$ cat src/rtl/cla_pkg.sv
package cla_pkg;

    // Group carry status: generate and propagate over a span of bits
    typedef struct packed {
        logic g;
        logic p;
    } gp_t;

    // Merge an upper group with the adjacent lower group
    function automatic gp_t gp_merge(input gp_t upper, input gp_t lower);
        gp_t r;
        r.g = upper.g | (upper.p & lower.g);
        r.p = upper.p & lower.p;
        return r;
    endfunction

endpackage

$ cat src/rtl/cla_bit_gp.sv
module cla_bit_gp #(
    parameter int WIDTH = 64
) (
    input  logic [WIDTH-1:0] a,
    input  logic [WIDTH-1:0] b,
    input  logic             cin,
    output logic [WIDTH:0]   g_elem,
    output logic [WIDTH:0]   p_elem
);
    // Element 0 is the carry input seen as a bit that only generates
    assign g_elem[0] = cin;
    assign p_elem[0] = 1'b0;

    for (genvar i = 0; i < WIDTH; i++) begin : g_bits
        assign g_elem[i+1] = a[i] & b[i];
        assign p_elem[i+1] = a[i] | b[i];
    end
endmodule

$ cat src/rtl/cla_prefix_net.sv
module cla_prefix_net
    import cla_pkg::*;
#(
    parameter int NODES = 65
) (
    input  logic [NODES-1:0] g_in,
    input  logic [NODES-1:0] p_in,
    output logic [NODES-1:0] g_out
);
    localparam int LEVELS = $clog2(NODES);

    logic [NODES-1:0] g_lvl [LEVELS+1];
    logic [NODES-1:0] p_lvl [LEVELS];

    assign g_lvl[0] = g_in;
    assign p_lvl[0] = p_in;

    for (genvar lv = 0; lv < LEVELS; lv++) begin : g_level
        localparam int SPAN = 1 << lv;
        for (genvar e = 0; e < NODES; e++) begin : g_node
            if (e >= SPAN) begin : g_merge
                gp_t m;
                assign m = gp_merge('{g: g_lvl[lv][e],      p: p_lvl[lv][e]},
                                    '{g: g_lvl[lv][e-SPAN], p: p_lvl[lv][e-SPAN]});
                assign g_lvl[lv+1][e] = m.g;
                if (lv + 1 < LEVELS) begin : g_pnext
                    assign p_lvl[lv+1][e] = m.p;
                end
            end else begin : g_pass
                assign g_lvl[lv+1][e] = g_lvl[lv][e];
                if (lv + 1 < LEVELS) begin : g_pnext
                    assign p_lvl[lv+1][e] = p_lvl[lv][e];
                end
            end
        end
    end

    assign g_out = g_lvl[LEVELS];
endmodule

$ cat src/rtl/cla_sum_form.sv
module cla_sum_form #(
    parameter int WIDTH = 64
) (
    input  logic [WIDTH-1:0] a,
    input  logic [WIDTH-1:0] b,
    input  logic [WIDTH:0]   carry,
    output logic [WIDTH-1:0] sum,
    output logic             cout
);
    assign sum  = a ^ b ^ carry[WIDTH-1:0];
    assign cout = carry[WIDTH];
endmodule

$ cat src/rtl/prefix_adder.sv
module prefix_adder #(
    parameter int WIDTH        = 64,
    parameter bit REGISTER_OUT = 1'b1
) (
    input  logic             clk,
    input  logic             rst_n,
    input  logic [WIDTH-1:0] a,
    input  logic [WIDTH-1:0] b,
    input  logic             cin,
    output logic [WIDTH-1:0] sum,
    output logic             cout
);
    localparam int NODES = WIDTH + 1;

    typedef struct packed {
        logic             cout;
        logic [WIDTH-1:0] sum;
    } result_t;

    logic [NODES-1:0] g_elem, p_elem, carry;
    logic [WIDTH-1:0] sum_c;
    logic             cout_c;
    result_t          res_d, res_q;

    cla_bit_gp #(.WIDTH(WIDTH)) u_bit_gp (
        .a      (a),
        .b      (b),
        .cin    (cin),
        .g_elem (g_elem),
        .p_elem (p_elem)
    );

    cla_prefix_net #(.NODES(NODES)) u_prefix (
        .g_in  (g_elem),
        .p_in  (p_elem),
        .g_out (carry)
    );

    cla_sum_form #(.WIDTH(WIDTH)) u_sum (
        .a     (a),
        .b     (b),
        .carry (carry),
        .sum   (sum_c),
        .cout  (cout_c)
    );

    always_comb begin
        res_d      = res_q;
        res_d.sum  = sum_c;
        res_d.cout = cout_c;
    end

    if (REGISTER_OUT) begin : g_reg
        always_ff @(posedge clk or negedge rst_n) begin
            if (!rst_n) res_q <= '0;
            else        res_q <= res_d;
        end
    end else begin : g_comb
        assign res_q = '{cout: cout_c, sum: sum_c};
    end

    assign sum  = res_q.sum;
    assign cout = res_q.cout;
endmodule

$ cat config.mk
export PLATFORM = sky130hd
export DESIGN_NAME = prefix_adder
export DESIGN_NICKNAME = d
export VERILOG_FILES = /design/src/rtl/cla_pkg.sv /design/src/rtl/cla_bit_gp.sv /design/src/rtl/cla_prefix_net.sv /design/src/rtl/cla_sum_form.sv /design/src/rtl/prefix_adder.sv
export SDC_FILE = /design/constraint.sdc
export NUM_CORES = 1
export LEC_CHECK = 0
export BUFFER_PORTS_ARGS = -buffer_cell sky130_fd_sc_hd__buf_4
export CAP_MARGIN = 20
export CORE_ASPECT_RATIO = 2
export CORE_MARGIN = 4
export CORE_UTILIZATION = 35
export CTS_BUF_LIST = sky130_fd_sc_hd__clkbuf_16
export DETAILED_ROUTE_END_ITERATION = 7
export PLACE_DENSITY_LB_ADDON = 0.08
export SLEW_MARGIN = 10
export SYNTH_ARGS = -nofsm -noshare
export SYNTH_HDL_FRONTEND = slang
export SYNTH_HIERARCHICAL = 1
export SYNTH_SLANG_ARGS = --single-unit
$ cat constraint.sdc
create_clock -name clk -period 0.8 [get_ports clk]
set_input_delay 0.08 -clock clk [delete_from_list [all_inputs] [get_ports clk]]
set_output_delay 0.08 -clock clk [all_outputs]
set_load 0.05 [all_outputs]
==> results.py, run 1 <==
metrics = {
    "timing": {
        "min_period_ns": 2.52,
        "slew_headroom_pct": 48.5,
        "tightest_slew_ns": 0.768,
        "final_max_slew_viol_count": 0,
        "fin_crit_sh_pct": 315,
        "setup_violations": 128,
        "max_freq_mhz": 397,
        "timing_hold_violations_final": 0,
        "rsz0062_at_grt": "yes",
        "layout_setup_ws_ns": -1.72,
    },
    "global_routing": {
        "use_met2_pct": 42.1,
        "grt_pass1_wl_um": 30200,
        "grt_use_met3_pct": 4.32,
        "grt_busiest_layer": "met2",
        "grt_pass1_vias": 6502,
        "grt_util_met1_pct": 18.6,
        "track_usage_pct": 20.3,
        "antenna_found_initial": 0,
        "overflow": 0,
        "grt_max_degree": 23,
    },
    "synthesis": {
        "synth_area_um2": 5670,
        "syn_inst": 534,
        "syn_avg_cell_area_um2": 10.6,
        "syn-num-nets": 665,
        "yosys_warnings": 6,
    },
    "floorplan": {
        "core_um2": 15900,
        "dieWidth_um": 98.0,
        "io-pin-count": 196,
        "row_count": 65,
        "die_y_um": 188,
        "start_util_pct": 35.8,
        "dieArea_um2": 18400,
    },
    "hold_path": {
        "hp-class": "primary input to register",
        "holdPathStages": 2,
    },
    "pwr": {
        "peakVddDrop_mv": 1.14,
        "powerDensity_nw_per_um2": 1790,
        "internal_power_mw": 11.3,
        "swShare_pct": 38.2,
        "pwr-share-seq_pct": 24.2,
        "pwr-share-clk_pct": 20.9,
        "p_comb_share_pct": 54.9,
        "leakagePower_nw": 5.47,
        "p_switching_mw": 6.99,
    },
    "clock_network": {
        "clk_pin_slew_ns": 0.05,
        "htree_levels": 3,
        "cts_tree": "done",
        "clockBufferDepth": 2,
        "cts_root_buf": "clkbuf_16",
        "numCtsBuffers": 9,
        "clock-sinks": 65,
    },
    "final_layout": {
        "antennaDiodeCount": 0,
        "final_util_pct": 64.6,
        "nFillCells": 1358,
        "layout_common_cells": "348 x buf_4, 95 x buf_6, 65 x dfrtp_1",
        "syn2layout_area_growth_pct": 80.6,
        "regArea_um2": 1630,
        "multi_input_area_um2": 4260,
        "drive_above_1_share_pct": 57.0,
        "nNetsFinal": 1121,
        "final_common_cell": "buf_4",
    },
    "placed_design": {
        "port_buffers": 195,
        "gp_congestion": 0.845,
        "post-place-ws_ns": -2.07,
        "dp_hpwl_um": 15300,
    },
    "status": {
        "failed_checks": "negative setup slack",
        "status": "finished with violations",
    },
    "routing": {
        "ant_nets": 0,
        "num_vias": 5721,
        "drt_pre_antenna_iters": 4,
        "dr.first_iter.drc_count": 105,
        "wl_per_cell_um": 15.5,
        "routed_via_density": 4.79,
        "wirelength_um": 18500,
        "drc": 0,
    },
    "setup_path": {
        "cp_max_fo": 3,
        "cp.depth": 13,
        "startpoint_type": "primary input",
        "crit_buf_inv": 1,
        "crit_slowest_cell": "xor3_1",
        "critPathKind": "primary input to register",
        "worstPathArrival_ns": 2.73,
        "max_stage_delay_ns": 0.36,
        "crit_chain": "buf_8 -> or2_4 -> a21o_1 -> nand4_1 -> nand4_1 -> a41o_1 -> a221o_1 -> a21o_1 -> or2_4 -> nand2_4 -> nand2_4 -> a221o_1 -> xor3_1",
        "worst_path_dominant_cell_family": "compound AO/OA/AOI/OAI gates",
        "required_ns": 1.01,
        "end_kind": "register",
    },
    "flow_run": {
        "maxCapViolations": 0,
    },
}
registers in the layout, summed over array words and instances (netlist names):
name,flops
cout,1
sum,64
layout make-up:
class                      instances  share of cell area (%)
clock buffer                       9                    2.20
clock inverter                     6                   0.488
multi-input combinational        449                    41.6
tap                              201                    2.45
timing repair buffer             448                    36.8
sequential                        65                    15.9
inverter                          17                   0.647
path summary, 6_finish.rpt:
path                        from                 to  slack, ns
hold / removal             a[39]  sum[39]$_DFF_PN0_       0.02
min in group asynchronous  rst_n  sum[32]$_DFF_PN0_       0.13
max in group asynchronous  rst_n  sum[46]$_DFF_PN0_       0.29
setup / recovery           b[27]  sum[44]$_DFF_PN0_      -1.72
per-layer routing:
layer  routed length (um)  share of wire (%)
met5                    0                  0
met4                  444                2.4
met3                  976                5.3
met2                11200                 60
met1                 5930                 32
power by group through the flow:
stage               sequential [mW]  combinational [mW]  clock, mW
detailed placement             4.34                9.02          0
global placement               4.34                8.91          0
CTS                            4.44                9.97       3.97
global route                   4.51                10.6       4.11
floorplan                      7.00                2.62          0
finish                         4.43                10.1       3.82
metrics by stage:
stage	hold slack [ns]	cell area (um2)	instances	setup TNS, ns	total power [mW]
finish	0.0197	10200	1195	-92.21	18.3
global route	0.0140	10200	1195	-99.01	19.2
CTS	0.0391	10100	1186	-90.61	18.4
detailed placement	-0.0640	9160	1152	-102.37	13.4
global placement	-0.0602	9160	1152	-100.12	13.2
floorplan	-0.216	5740	534	-73.80	9.63
what timing repair did:
action                                 CTS  global route
endpoints found under the hold margin   65             0
gates resized for setup                129            16
pin swaps                               20            17
setup endpoints to repair              128           129
hold buffers                             1             0
buffers inserted                        18            10
Power figures use the tool's default switching activity.
==> run 2: changes to the inputs <==
Settings changed: CELL_PAD_IN_SITES_DETAIL_PLACEMENT set to 1, CELL_PAD_IN_SITES_GLOBAL_PLACEMENT set to 1.
==> run 2 against run 1 <==
The flow still finishes with violations (negative setup slack). Critical path depth unchanged. Global-route usage up 4.4 points. Flip-flop and latch count is the same. Sequential power about the same. Clock power is 2% higher. Clock-buffer cell count is the same. Critical path type unchanged. Largest cell class unchanged. Highest routed layer unchanged.
==> results.py, run 2 (synthesis gave the netlist of run 1 again) <==
metrics = {
    "final_layout": {
        "drive_above_1_share_pct": 57.9,
        "syn2layout_area_growth_pct": 81.5,
        "layout_common_cells": "347 x buf_4, 104 x buf_6, 65 x dfrtp_1",
        "final_area_um2": 10300,
        "largest_register_ffs": 64,
        "stdcell_count": 1202,
        "final_util_pct": 64.9,
        "nNetsFinal": 1127,
        "final_common_cell": "buf_4",
    },
    "setup_path": {
        "worstPathArrival_ns": 2.71,
        "startpoint_type": "primary input",
        "required_ns": 1.01,
        "end_kind": "register",
        "critPathKind": "primary input to register",
        "cp-startpoint": "b[2]",
        "cp_max_fo": 3,
    },
    "clock_network": {
        "clock-sinks": 65,
        "numCtsBuffers": 9,
        "cts_root_buf": "clkbuf_16",
        "htree_levels": 3,
        "clk_pin_slew_ns": 0.05,
        "clockBufferDepth": 2,
        "cts_tree": "done",
    },
    "hold_path": {
        "min-delay-start": "a[14]",
        "hp-class": "primary input to register",
    },
    "routing": {
        "dr.first_iter.drc_count": 112,
        "wl_per_cell_um": 19.6,
        "ant_nets": 0,
        "num_vias": 6050,
        "routed_via_density": 5.03,
        "drc": 0,
        "drt_pre_antenna_iters": 4,
        "wirelength_um": 23500,
    },
    "timing": {
        "setup_violations": 128,
        "rsz0062_at_grt": "yes",
        "fin_crit_sh_pct": 312,
        "timing_hold_violations_final": 0,
        "final_max_slew_viol_count": 0,
        "tightest_slew_ns": 0.593,
        "slew_headroom_pct": 60.1,
        "min_period_ns": 2.50,
        "max_freq_mhz": 400,
        "layout_setup_ws_ns": -1.70,
        "setup_tns_ns": -92.72,
    },
    "placed_design": {
        "port_buffers": 195,
        "dp_hpwl_um": 17600,
        "dp.cells": 1155,
        "gp_congestion": 0.851,
        "post_dp_cell_area_um2": 9170,
    },
    "global_routing": {
        "antenna_found_initial": 1,
        "overflow": 0,
        "grt_pass1_vias": 7280,
        "grt_max_degree": 32,
        "grt_pass1_wl_um": 35900,
        "track_usage_pct": 24.8,
    },
    "pwr": {
        "internal_power_mw": 11.4,
        "leakagePower_nw": 5.51,
        "peakVddDrop_mv": 1.28,
        "pwr-share-clk_pct": 20.9,
        "powerDensity_nw_per_um2": 1820,
        "p_comb_share_pct": 55.3,
        "swShare_pct": 39.3,
        "pwr-share-seq_pct": 23.8,
        "p_switching_mw": 7.34,
    },
    "floorplan": {
        "row_count": 65,
        "core_um2": 15900,
        "dieWidth_um": 98.0,
        "start_util_pct": 35.8,
        "io-pin-count": 196,
        "dieArea_um2": 18400,
        "die_y_um": 188,
    },
    "status": {
        "status": "finished with violations",
        "failed_checks": "negative setup slack",
    },
    "flow_run": {
        "maxCapViolations": 0,
    },
}
-- run 2: cell count changes in the layout (fill, tap and decap cells not counted), sizes merged --
cell / before / now
clkinv: 5 / 4
diode: 0 / 1
buf: 447 / 453
inv: 17 / 18
-- run 2: cell type report --
cell class	count	area, um2
Antenna cell	1	2.50
Clock buffer	9	225
Clock inverter	6	51.3
Fill cell	1709	5560
Inverter	17	66.3
Multi-Input combinational cell	449	4250
Sequential cell	65	1630
Tap cell	201	251
Timing Repair Buffer	454	3830
-- run 2: what timing repair did --
action / in CTS / in global routing
endpoints found under the hold margin: 65 / 0
pin swaps: 27 / 17
resized for setup: 121 / 33
hold buffers: 1 / 0
setup buffers: 20 / 14
endpoints found under the setup margin: 128 / 128
-- run 2: power by group through the flow --
stage / logic, mW / registers (mW) / clock network, mW
2_1_floorplan: 2.62 / 7.00 / 0
3_3_place_gp: 8.87 / 4.34 / 0
3_5_place_dp: 9.12 / 4.36 / 0
4_1_cts: 10.0 / 4.46 / 4.01
5_1_grt: 10.8 / 4.52 / 4.14
6_report: 10.3 / 4.46 / 3.90
-- run 2: per-layer routing --
layer / global-route usage, % / vias up / routed length [um]
met1: 20.7 / 2958 / 7010
met5: 0 / - / 0
li1: - / 2833 / -
met2: 52.5 / 196 / 14400
met4: 11.2 / 0 / 1000
met3: 4.58 / 63 / 1110
-- run 2: path summary, 6_finish.rpt --
path	end	cells after the start	slack (ns)
worst max-delay path	sum[51]$_DFF_PN0_	13	-1.70
worst min-delay path	sum[14]$_DFF_PN0_	2	0.03
min in group asynchronous	sum[32]$_DFF_PN0_	2	0.14
max in group asynchronous	sum[61]$_DFF_PN0_	3	0.20
-- run 2: stage by stage --
step	setup WS (ns)	hold slack [ns]	total power, mW
6_report	-1.70	0.0313	18.7
5_1_grt	-1.77	0.0287	19.5
4_1_cts	-1.66	0.00520	18.5
3_5_place_dp	-2.11	-0.0478	13.5
3_3_place_gp	-2.05	-0.0454	13.2
2_1_floorplan	-1.70	-0.216	9.63
-- run 2: critical path: stages --
cell and delay, ns:
buf_6 0.09, or2_1 0.24, a21o_1 0.18, a311o_1 0.34, o211ai_2 0.13, nand3_4 0.14, o311ai_4 0.31, a21oi_4 0.12
or2_4 0.30, a31o_4 0.23, a21o_1 0.18, a21o_1 0.19, xor3_1 0.18
==> run 3: changes to the inputs <==
Settings changed: BUFFER_PORTS_ARGS -buffer_cell sky130_fd_sc_hd__buf_4 to not set, CTS_CLUSTER_SIZE set to 14, DONT_BUFFER_PORTS set to 1.
==> run 3 against run 2 <==
The flow finishes with violations (negative hold slack, negative setup slack). Hold slack worse by 0.59 ns. Highest routed layer unchanged. Critical path depth is 1 lower. Cell count shrank 8.2%. Critical path type unchanged. Non-clock buffer count shrank 96. Clock-buffer cell count stayed put. Sequential share of layout area is 0.15 points lower. Largest power group unchanged. Via count is 4.4% lower. Maximum frequency is 3.5% higher.
==> results.py, run 3 (synthesis gave the netlist of run 1 again) <==
metrics = {
    "status": {
        "status": "finished with violations",
        "failed_checks": "negative hold slack, negative setup slack",
    },
    "pwr": {
        "p_total_mw": 19.5,
        "powerDensity_nw_per_um2": 1880,
        "leakagePower_nw": 5.18,
        "peakVddDrop_mv": 1.30,
    },
    "setup_path": {
        "required_ns": 1.00,
        "worst_path_dominant_cell_family": "compound AO/OA/AOI/OAI gates",
        "crit_chain": "or2_4 -> a21o_1 -> a311o_1 -> o211ai_4 -> nand3_4 -> o311ai_4 -> nand2_2 -> a31oi_4 -> o21ai_2 -> a221o_1 -> buf_6 -> xor3_1",
        "max_stage_delay_ns": 0.39,
        "cp.depth": 12,
        "startpoint_type": "primary input",
        "crit_buf_inv": 1,
        "crit_slowest_cell": "a221o_1",
        "cp_max_fo": 3,
        "cp-startpoint": "b[2]",
        "end_kind": "register",
        "worstPathArrival_ns": 2.62,
        "endpoint": "sum[35]$_DFF_PN0_",
        "critPathKind": "primary input to register",
    },
    "timing": {
        "tightest_slew_ns": 0.525,
        "timing_hold_violations_final": 69,
        "fin_hold_ws_ns": -0.563,
        "fin_crit_sh_pct": 302,
        "rsz0062_at_grt": "yes",
        "slew_headroom_pct": 64.8,
        "layout_setup_ws_ns": -1.61,
        "max_freq_mhz": 414,
        "final_max_slew_viol_count": 0,
        "setup_violations": 129,
        "min_period_ns": 2.41,
    },
    "clock_network": {
        "clk_pin_slew_ns": 0.06,
        "cts_tree": "done",
        "clockBufferDepth": 2,
        "cts_root_buf": "clkbuf_16",
        "numCtsBuffers": 9,
        "htree_levels": 3,
        "clock-sinks": 65,
    },
    "placed_design": {
        "port_buffers": 0,
        "gp_congestion": 0.834,
        "dp_hpwl_um": 15600,
        "post-place-ws_ns": -1.99,
    },
    "global_routing": {
        "antenna_found_initial": 0,
        "track_usage_pct": 25.9,
        "grt_pass1_wl_um": 37200,
        "overflow": 0,
        "grt_max_degree": 66,
        "grt_pass1_vias": 6953,
    },
    "routing": {
        "drc": 0,
        "num_vias": 5785,
        "ant_nets": 0,
        "dr.first_iter.drc_count": 132,
        "routed_via_density": 5.24,
        "wirelength_um": 25500,
        "wl_per_cell_um": 23.1,
        "drt_pre_antenna_iters": 6,
    },
    "floorplan": {
        "row_count": 65,
        "die_y_um": 188,
        "dieArea_um2": 18400,
        "core_um2": 15900,
        "io-pin-count": 196,
        "start_util_pct": 35.8,
        "dieWidth_um": 98.0,
    },
    "final_layout": {
        "final_util_pct": 65.6,
        "final_common_cell": "buf_4",
        "largest_register_ffs": 64,
        "drive_above_1_share_pct": 41.4,
        "syn2layout_area_growth_pct": 83.3,
        "antennaDiodeCount": 0,
        "layout_common_cells": "144 x buf_4, 117 x dlygate4sd3_1, 65 x dfrtp_1, 65 x buf_12, 64 x xor3_1",
        "nNetsFinal": 1031,
    },
    "hold_path": {
        "hp-class": "primary input to async pin",
    },
    "flow_run": {
        "maxCapViolations": 0,
    },
}
## run 3: cell count changes in the layout (fill, tap and decap cells not counted), sizes merged, moves of 2 or more
cell / delta
dlymetal6s4s: +2
clkinv: -2
dlygate4sd3: +116
buf: -214
## run 3: worst min path at each step
stage          startpoint                end  cells after the start
4_1_cts             rst_n  sum[30]$_DFF_PN0_                      0
3_3_place_gp        rst_n  sum[30]$_DFF_PN0_                      0
5_1_grt             rst_n  sum[30]$_DFF_PN0_                      0
3_5_place_dp        rst_n  sum[30]$_DFF_PN0_                      0
2_1_floorplan       rst_n     cout$_DFF_PN0_                      0
6_report            rst_n  sum[32]$_DFF_PN0_                      0
## run 3: final cells by class
type                            count  area (um2)
Fill cell                        1609        5460
Multi-Input combinational cell    449        4300
Timing Repair Buffer              358        3920
Sequential cell                    65        1630
Tap cell                          201         251
Clock buffer                        9         225
Inverter                           17        66.3
Clock inverter                      4        16.3
## run 3: what timing repair did
| action | in CTS | in global routing |
|---|---|---|
| cloned | 0 | 0 |
| endpoints found under the setup margin | 127 | 129 |
| setup buffers | 10 | 12 |
| pin swaps | 29 | 23 |
| gates resized for setup | 30 | 60 |
| endpoints found under the hold margin | 129 | 76 |
| hold buffers | 116 | 3 |
## run 3: where the power goes
part	switching, mW	leakage [nW]	internal [mW]
sequential	0.733	0.757	4.04
combinational	5.20	4.30	6.06
clock	1.50	0.127	2.01
## run 3: routing by layer
metal	vias up	GRT usage, %	wire, um
met5	-	0	0
met4	0	11.3	999
met3	67	5.66	1280
met2	194	52.8	15300
met1	2880	23.3	7930
li1	2644	-	-
## run 3: per-stage QoR
stage	cells	instance area [um2]	hold WS (ns)	TNS (ns)
after CTS	1089	10000	-0.577	-84.49
after detailed placement	950	8420	-0.213	-95.47
after global routing	1103	10400	-0.582	-94.25
after floorplan	534	5740	-0.216	-73.80
final	1103	10400	-0.563	-89.74
after global placement	950	8420	-0.214	-92.32
